--- src/rtl/ecw_pkg.sv ---
package ecw_pkg;
    localparam int HDR_ID_W  = 16;
    localparam int HDR_VER_W = 4;
    localparam int HDR_NXT_W = 12;

    typedef struct packed {
        logic [HDR_NXT_W-1:0] nxt;
        logic [HDR_VER_W-1:0] ver;
        logic [HDR_ID_W-1:0]  id;
    } hdr_t;

    typedef enum logic [2:0] {
        S_IDLE  = 3'd0,
        S_RD    = 3'd1,
        S_EV    = 3'd2,
        S_WTAIL = 3'd3,
        S_WNEW  = 3'd4,
        S_CLR   = 3'd5
    } state_e;

    typedef enum logic [1:0] {
        M_FIND = 2'd0,
        M_HEAD = 2'd1,
        M_TAIL = 2'd2
    } mode_e;
endpackage

--- src/rtl/ecw_ofs_chk.sv ---
module ecw_ofs_chk #(
    parameter int OFF_W = 12,
    parameter int BASE  = 256,
    parameter int SPACE = 4096
) (
    input  logic [OFF_W-1:0] off_i,
    output logic             ok_o
);
    localparam logic [OFF_W:0] LO = (OFF_W+1)'(BASE);
    localparam logic [OFF_W:0] HI = (OFF_W+1)'(SPACE - 8);

    logic [OFF_W:0] off_x;
    assign off_x = {1'b0, off_i};
    assign ok_o  = (off_i[1:0] == 2'b00) && (off_x >= LO) && (off_x <= HI);
endmodule

--- src/rtl/ecw_req_chk.sv ---
module ecw_req_chk #(
    parameter int OFF_W  = 12,
    parameter int SIZE_W = 13,
    parameter int BASE   = 256,
    parameter int SPACE  = 4096
) (
    input  logic [OFF_W-1:0]  off_i,
    input  logic [SIZE_W-1:0] size_i,
    output logic              ok_o
);
    localparam int EW = SIZE_W + 1;
    localparam logic [EW-1:0] LO  = EW'(BASE);
    localparam logic [EW-1:0] TOP = EW'(SPACE);

    logic [EW-1:0] off_x;
    logic [EW-1:0] end_x;

    assign off_x = EW'(off_i);
    assign end_x = off_x + EW'(size_i);
    assign ok_o  = (off_i[1:0] == 2'b00) && (off_x >= LO) &&
                   (size_i != '0) && (end_x <= TOP);
endmodule

--- src/rtl/ecw_be_gen.sv ---
module ecw_be_gen #(
    parameter int WA_W   = 10,
    parameter int SIZE_W = 13
) (
    input  logic [WA_W-1:0]   idx_i,
    input  logic [SIZE_W-1:0] size_i,
    output logic [3:0]        be_o,
    output logic              last_o
);
    localparam int XW = SIZE_W + 2;

    logic [XW-1:0] byte0;
    logic [XW-1:0] words;

    assign byte0  = XW'({idx_i, 2'b00});
    assign words  = (XW'(size_i) + XW'(3)) >> 2;
    assign last_o = (XW'(idx_i) + XW'(1)) == words;

    for (genvar b = 0; b < 4; b++) begin : g_byte
        assign be_o[b] = (byte0 + XW'(b)) < XW'(size_i);
    end
endmodule

--- src/rtl/ecw_walker.sv ---
module ecw_walker #(
    parameter int CFG_BYTES = 4096,
    parameter int EXT_BASE  = 256,
    localparam int OFF_W    = $clog2(CFG_BYTES),
    localparam int WA_W     = OFF_W - 2,
    localparam int SIZE_W   = OFF_W + 1
) (
    input  logic              clk,
    input  logic              rst_n,
    input  logic              find_req,
    input  logic [15:0]       find_id,
    input  logic              app_req,
    input  logic [15:0]       app_id,
    input  logic [3:0]        app_ver,
    input  logic [OFF_W-1:0]  app_off,
    input  logic [SIZE_W-1:0] app_size,
    output logic              busy,
    output logic              done,
    output logic              err,
    output logic [OFF_W-1:0]  res_off,
    output logic [OFF_W-1:0]  res_prev,
    output logic              cfg_en,
    output logic              cfg_we,
    output logic [WA_W-1:0]   cfg_addr,
    output logic [31:0]       cfg_wdata,
    input  logic [31:0]       cfg_rdata,
    output logic              msk_we,
    output logic [WA_W-1:0]   msk_addr,
    output logic [3:0]        msk_be
);
    import ecw_pkg::*;

    localparam int MAX_HOPS = (CFG_BYTES - EXT_BASE) / 4;
    localparam int HOP_W    = $clog2(MAX_HOPS + 1);
    localparam logic [OFF_W-1:0] BASE_OFF = OFF_W'(EXT_BASE);

    typedef struct packed {
        state_e                 st;
        mode_e                  mode;
        logic [OFF_W-1:0]       cur;
        logic [OFF_W-1:0]       prev;
        logic [HOP_W-1:0]       hops;
        logic                   first;
        logic [HDR_VER_W-1:0]   tail_ver;
        logic [HDR_ID_W-1:0]    tail_id;
        logic [HDR_NXT_W-1:0]   new_nxt;
        logic [HDR_ID_W-1:0]    id;
        logic [HDR_VER_W-1:0]   ver;
        logic [OFF_W-1:0]       off;
        logic [SIZE_W-1:0]      size;
        logic [WA_W-1:0]        cidx;
        logic                   done;
        logic                   err;
        logic [OFF_W-1:0]       roff;
        logic [OFF_W-1:0]       rprev;
    } regs_t;

    regs_t r_q, r_d;
    hdr_t  hdr;
    logic  cur_ok, req_ok, be_last;
    logic [3:0] be;

    ecw_ofs_chk #(.OFF_W(OFF_W), .BASE(EXT_BASE), .SPACE(CFG_BYTES)) i_ofs_chk (
        .off_i (r_q.cur),
        .ok_o  (cur_ok)
    );

    ecw_req_chk #(.OFF_W(OFF_W), .SIZE_W(SIZE_W), .BASE(EXT_BASE), .SPACE(CFG_BYTES)) i_req_chk (
        .off_i  (app_off),
        .size_i (app_size),
        .ok_o   (req_ok)
    );

    ecw_be_gen #(.WA_W(WA_W), .SIZE_W(SIZE_W)) i_be_gen (
        .idx_i  (r_q.cidx),
        .size_i (r_q.size),
        .be_o   (be),
        .last_o (be_last)
    );

    assign hdr = hdr_t'(cfg_rdata);

    always_comb begin
        r_d       = r_q;
        r_d.done  = 1'b0;
        cfg_en    = 1'b0;
        cfg_we    = 1'b0;
        cfg_addr  = r_q.cur[OFF_W-1:2];
        cfg_wdata = '0;
        msk_we    = 1'b0;
        msk_addr  = r_q.off[OFF_W-1:2] + r_q.cidx;
        msk_be    = '0;

        unique case (r_q.st)
            S_IDLE: begin
                if (app_req || find_req) begin
                    r_d.cur   = BASE_OFF;
                    r_d.prev  = '0;
                    r_d.hops  = '0;
                    r_d.first = 1'b1;
                end
                if (app_req) begin
                    r_d.id   = app_id;
                    r_d.ver  = app_ver;
                    r_d.off  = app_off;
                    r_d.size = app_size;
                    if (!req_ok) begin
                        r_d.done  = 1'b1;
                        r_d.err   = 1'b1;
                        r_d.roff  = '0;
                        r_d.rprev = '0;
                    end else begin
                        r_d.mode = (app_off == BASE_OFF) ? M_HEAD : M_TAIL;
                        r_d.st   = S_RD;
                    end
                end else if (find_req) begin
                    r_d.id   = find_id;
                    r_d.mode = M_FIND;
                    r_d.st   = S_RD;
                end
            end

            S_RD: begin
                if (!cur_ok) begin
                    r_d.st    = S_IDLE;
                    r_d.done  = 1'b1;
                    r_d.err   = 1'b1;
                    r_d.roff  = '0;
                    r_d.rprev = '0;
                end else begin
                    cfg_en = 1'b1;
                    r_d.st = S_EV;
                end
            end

            S_EV: begin
                if (r_q.mode == M_HEAD) begin
                    r_d.new_nxt = hdr.nxt;
                    r_d.st      = S_WNEW;
                end else if (r_q.first && (cfg_rdata == '0)) begin
                    r_d.st    = S_IDLE;
                    r_d.done  = 1'b1;
                    r_d.err   = (r_q.mode == M_TAIL);
                    r_d.roff  = '0;
                    r_d.rprev = '0;
                end else if ((r_q.mode == M_FIND) && (hdr.id == r_q.id)) begin
                    r_d.st    = S_IDLE;
                    r_d.done  = 1'b1;
                    r_d.err   = 1'b0;
                    r_d.roff  = r_q.cur;
                    r_d.rprev = r_q.prev;
                end else if (hdr.nxt == '0) begin
                    if (r_q.mode == M_FIND) begin
                        r_d.st    = S_IDLE;
                        r_d.done  = 1'b1;
                        r_d.err   = 1'b0;
                        r_d.roff  = '0;
                        r_d.rprev = r_q.cur;
                    end else begin
                        r_d.prev     = r_q.cur;
                        r_d.tail_ver = hdr.ver;
                        r_d.tail_id  = hdr.id;
                        r_d.new_nxt  = '0;
                        r_d.st       = S_WTAIL;
                    end
                end else if (r_q.hops >= HOP_W'(MAX_HOPS - 1)) begin
                    r_d.st    = S_IDLE;
                    r_d.done  = 1'b1;
                    r_d.err   = 1'b1;
                    r_d.roff  = '0;
                    r_d.rprev = '0;
                end else begin
                    r_d.prev  = r_q.cur;
                    r_d.cur   = OFF_W'(hdr.nxt);
                    r_d.first = 1'b0;
                    r_d.hops  = r_q.hops + 1'b1;
                    r_d.st    = S_RD;
                end
            end

            S_WTAIL: begin
                cfg_en    = 1'b1;
                cfg_we    = 1'b1;
                cfg_addr  = r_q.prev[OFF_W-1:2];
                cfg_wdata = {HDR_NXT_W'(r_q.off), r_q.tail_ver, r_q.tail_id};
                r_d.st    = S_WNEW;
            end

            S_WNEW: begin
                cfg_en    = 1'b1;
                cfg_we    = 1'b1;
                cfg_addr  = r_q.off[OFF_W-1:2];
                cfg_wdata = {r_q.new_nxt, r_q.ver, r_q.id};
                r_d.cidx  = '0;
                r_d.st    = S_CLR;
            end

            S_CLR: begin
                msk_we = 1'b1;
                msk_be = be;
                if (be_last) begin
                    r_d.st    = S_IDLE;
                    r_d.done  = 1'b1;
                    r_d.err   = 1'b0;
                    r_d.roff  = r_q.off;
                    r_d.rprev = r_q.prev;
                end else begin
                    r_d.cidx = r_q.cidx + 1'b1;
                end
            end

            default: r_d.st = S_IDLE;
        endcase
    end

    always_ff @(posedge clk or negedge rst_n) begin
        if (!rst_n) r_q <= '0;
        else        r_q <= r_d;
    end

    assign busy     = (r_q.st != S_IDLE);
    assign done     = r_q.done;
    assign err      = r_q.err;
    assign res_off  = r_q.roff;
    assign res_prev = r_q.rprev;
endmodule

--- config.mk ---
export PLATFORM = sky130hd
export DESIGN_NAME = ecw_walker
export DESIGN_NICKNAME = d
export VERILOG_FILES = /design/src/rtl/ecw_pkg.sv /design/src/rtl/ecw_ofs_chk.sv /design/src/rtl/ecw_req_chk.sv /design/src/rtl/ecw_be_gen.sv /design/src/rtl/ecw_walker.sv
export SDC_FILE = /design/constraint.sdc
export NUM_CORES = 1
export LEC_CHECK = 0
export ABC_AREA = 0
export BUFFER_PORTS_ARGS = -buffer_cell sky130_fd_sc_hd__clkbuf_2
export CELL_PAD_IN_SITES_DETAIL_PLACEMENT = 1
export CELL_PAD_IN_SITES_GLOBAL_PLACEMENT = 2
export CORE_UTILIZATION = 37
export DETAILED_ROUTE_END_ITERATION = 8
export GPL_ROUTABILITY_DRIVEN = 0
export PLACE_DENSITY_LB_ADDON = 0.1
export SLEW_MARGIN = 10
export SYNTH_ARGS = -nofsm -noshare
export SYNTH_HDL_FRONTEND = slang
export SYNTH_SLANG_ARGS = --single-unit
export TNS_END_PERCENT = 10
--- constraint.sdc ---
create_clock -name clk -period 5.6 [get_ports clk]
set_input_delay 0.28 -clock clk [delete_from_list [all_inputs] [get_ports clk]]
set_output_delay 0.28 -clock clk [all_outputs]
set_load 0.03 [all_outputs]
==> impl_summary.log <==
[metrics] result of the run: finished, final reports clean
[metrics] number of maximum-capacitance constraint violations: 0
[metrics] CTS H-Tree Depth: 4
[metrics] Max rail drop VDD: 0.250 mV
[metrics] leakage power: 5.42 nW
[metrics] Util after Layout: 44.7%
[metrics] cell internal pwr: 2.68 mW
[metrics] post-route DRC violation count: 0
[metrics] Total Power Consumption: 4.95 mW
[metrics] ANT nets after route: 0
[metrics] cell type with the largest total area after synthesis: dfrtp_1
[metrics] placement row count: 57
[metrics] Port Buffer Count: 182
[metrics] number of global-route vias before repair: 8,382
[metrics] count of cell types in the netlist: 70
[metrics] required time worst endpoint: 5970 ps
[metrics] # nets final: 1,269
[metrics] kind of capture point of the worst setup path: register
[metrics] Cells after Synth: 998
[metrics] amount of wire on met2 after detailed routing: 14,100 um
[metrics] Core Box Area: 24,500 sq um
[metrics] sum of met3 wire segment lengths after detailed routing: 1670 um
[metrics] hold slack final: 85.7 ps
[metrics] ratio of cells with drive above 1 in the final layout: 24.0%
[metrics] antenna violations before repair: 0
[metrics] final critical path time including I/O delays and setup: 3620 ps
[metrics] clock insertion delay at the later pin of the skew report: 430 ps
[metrics] power density cells: 452 nW/um^2
[metrics] vias: 8,110
[metrics] clk sinks: 153
[metrics] Via density: 5.51
[metrics] top cell type's share of synthesized area: 41.0%
[metrics] Top Layer Used: met4
[metrics] post-cts resize count: 0
[metrics] largest driver fanout on the critical path: 25
[metrics] metal1 wirelength: 14,200 um
[metrics] die area: 25,900 sq um
[metrics] count of synthesis-stage warnings from yosys: 0
[metrics] leading cell types by total area after synthesis: dfrtp_1 (41%), nand2_1 (6.1%), a22o_1 (5.4%)
[metrics] Seq pwr share: 35.8%
[metrics] maximum clock rate: 0.276 GHz
[metrics] class of the tightest hold or removal check: in -> reg
[metrics] initial standard-cell utilization of the core: 38.1%
[metrics] total negative slack: 0 ps
[metrics] number of enable-type register cells in the synthesized netlist: 0
[metrics] Post-CTS Setup Inserts: 0
[metrics] clock tree from TritonCTS: yes
[metrics] vertical die dimension: 161 um
[metrics] setup repair after global routing missed its margin: no
[metrics] total of flip-flops plus latches after synthesis: 153
[metrics] Setup violations, final: 0
[metrics] switching power total: 2.27 mW
[metrics] dpl hpwl: 22,600 um
[metrics] number of cells in the finished layout apart from fillers: 1,473
[metrics] Area after DPL: 10,300 sq um
[metrics] clock slew at the register clock pins of the worst setup and hold paths: 70 ps
[metrics] maximum count of clock buffers along a single path: 2
[metrics] Logic pwr share: 40.1%
[metrics] clock root cell: clkbuf_16
[metrics] relative slew slack: 29.7%
[metrics] Syn Area/Cell: 9.36 sq um
[metrics] total instance count after detailed placement: 1,440
[metrics] worst slew pin tran: 1050 ps
[metrics] summed instance area of the synthesized netlist: 9340 sq um
[metrics] largest clock skew in the final design: 14.4 ps
[metrics] data arrival time at the worst-slack endpoint: 3990 ps
[metrics] part of the cycle the worst path needs: 64.6%
[metrics] clock power share: 24.1%
[metrics] pin count of the biggest net entering global routing: 94
[metrics] sequential share of the synthesized area: 41.0%
[metrics] Area Overhead vs Synth: 17.3%
[metrics] overall global routing resource usage: 24.1%
[metrics] CP Launch Type: register
[metrics] number of buffers created by CTS: 17
[metrics] x dimension of the die: 161 um
[metrics] async set or reset register ratio after synthesis: 100%
[metrics] Ports: 183
[metrics] routed length per placed instance: 20.6 um
[metrics] switch share: 45.9%
[metrics] ANT cells: 0
[metrics] Hold Violations, Final: 0
[metrics] top flip-flop cell by instance count after synthesis: dfrtp_1
[metrics] summed area of non-filler cells in the final layout: 11,000 sq um
[metrics] Final Slew Violations: 0
[metrics] total wire length: 30,300 um
[metrics] first-pass GRT wire length: 48,100 um
[metrics] critical path class: reg -> reg
[metrics] global route total overflow: 0
[metrics] Mapped Nets: 1,131
[metrics] setup slack after placement: 1840 ps
[metrics] Detailed Routing Iterations Pass 1: 4
[metrics] slack of the critical path: 1980 ps
[metrics] initial drt markers: 303
-- final cells by class --
cell class              count  area [sq um]
clock buffers              19           453
clock inverters            13           146
fillers                  2930         13600
inverters                  32           120
multi-input cells         739          5000
flip-flops and latches    153          3830
well taps                 324           405
repair buffers            193          1000
-- power groups by stage --
stage / Clock (mW) / Sequential [mW] / Combinational [mW]
final: 1.19 / 1.77 / 1.99
after floorplan: 0 / 1.56 / 1.46
after global routing: 1.26 / 1.80 / 2.19
after global placement: 0 / 1.78 / 1.97
after detailed placement: 0 / 1.79 / 2.00
after CTS: 1.22 / 1.77 / 2.01
-- cells by family (layout without fill, tap and decap cells) --
family          after synthesis  count (layout)  synth area share, %
xor+xnor                     42              42                 4.08
flops                       153             153                 41.0
mux                          56              56                 6.52
simple gates                330             330                 17.0
buf+inv                     106             257                 5.62
fa+ha+maj                    36              36                 4.98
compound gates              275             275                 20.8
-- critical path, cell delays in order (launching register included) --
cell	delay, ps
dfrtp_1	470
ha_1	340
nand4_1	230
or3_1	440
and3_1	190
o31a_1	280
nor2_1	130
and3b_2	340
nor2_1	150
and3_1	770
a21o_1	220
-- final timing paths --
check / startpoint / endpoint / slack (ps) / depth (start not counted)
hold / removal: app_ver[2] / r_q[63] / 90 / 2
hold reg to reg: res_prev[11] / res_prev[11] / 480 / 1
setup / recovery: r_q[26] / res_prev[1] / 1980 / 10
max in group asynchronous: rst_n / r_q[62] / 3690 / 3
min in group asynchronous: rst_n / res_prev[10] / 520 / 2
setup reg to reg: r_q[26] / res_prev[1] / 1980 / 10
-- registers in the layout, summed over array words and instances (netlist names) --
| name | flops |
|---|---|
| done | 1 |
| r_q | 127 |
| err | 1 |
| res_prev | 12 |
| res_off | 12 |
-- cells in the mapped netlist, drive strengths merged (6+ instances only) --
| library cell | number |
|---|---|
| o21a | 9 |
| a31oi | 6 |
| mux2 | 39 |
| a22oi | 10 |
| o211ai | 9 |
| dfrtp | 153 |
| buf | 38 |
| xnor2 | 32 |
| nand3 | 36 |
| a21oi | 27 |
| clkbuf | 36 |
| xor2 | 9 |
| nor2 | 35 |
| mux2i | 17 |
| o21ai | 82 |
| a21o | 30 |
| a22o | 58 |
| nand2b | 8 |
| o21bai | 8 |
| nand2 | 153 |
| inv | 32 |
| and3 | 16 |
| nor2b | 10 |
| ha | 34 |
| o31ai | 7 |
| nand4 | 13 |
| nor4 | 16 |
| nor3 | 9 |
| or3 | 10 |
-- per-layer routing --
layer  up-vias  global-route usage (%)
met4         0                    5.83
met2       195                    38.8
li1       3874                       -
met1      4016                    32.9
met5         -                       0
met3        25                    5.19
-- timing repair --
| item | CTS | global route |
|---|---|---|
| hold endpoints to repair | 68 | 0 |
| hold buffers | 1 | 0 |
| endpoints found under the setup margin | 0 | 0 |
-- placed cells by master, fill, tap and decap left out, types with 10 or more instances in the layout --
master | Yosys | final
o21ai_0 | 80 | 80
and3_1 | 16 | 16
clkbuf_16 | 0 | 17
nor2_1 | 35 | 34
nor4_1 | 16 | 16
a21oi_1 | 27 | 27
ha_1 | 34 | 34
xnor2_1 | 32 | 32
buf_4 | 24 | 10
mux2i_1 | 17 | 17
nand2_1 | 153 | 153
inv_1 | 32 | 32
a22o_1 | 58 | 58
nand3_1 | 36 | 36
a21o_1 | 30 | 30
mux2_2 | 39 | 39
dfrtp_1 | 153 | 153
a22oi_1 | 10 | 10
clkbuf_2 | 2 | 181
nor2b_1 | 10 | 10
nand4_1 | 13 | 13
Note: power is estimated with default switching activity, not from simulation.
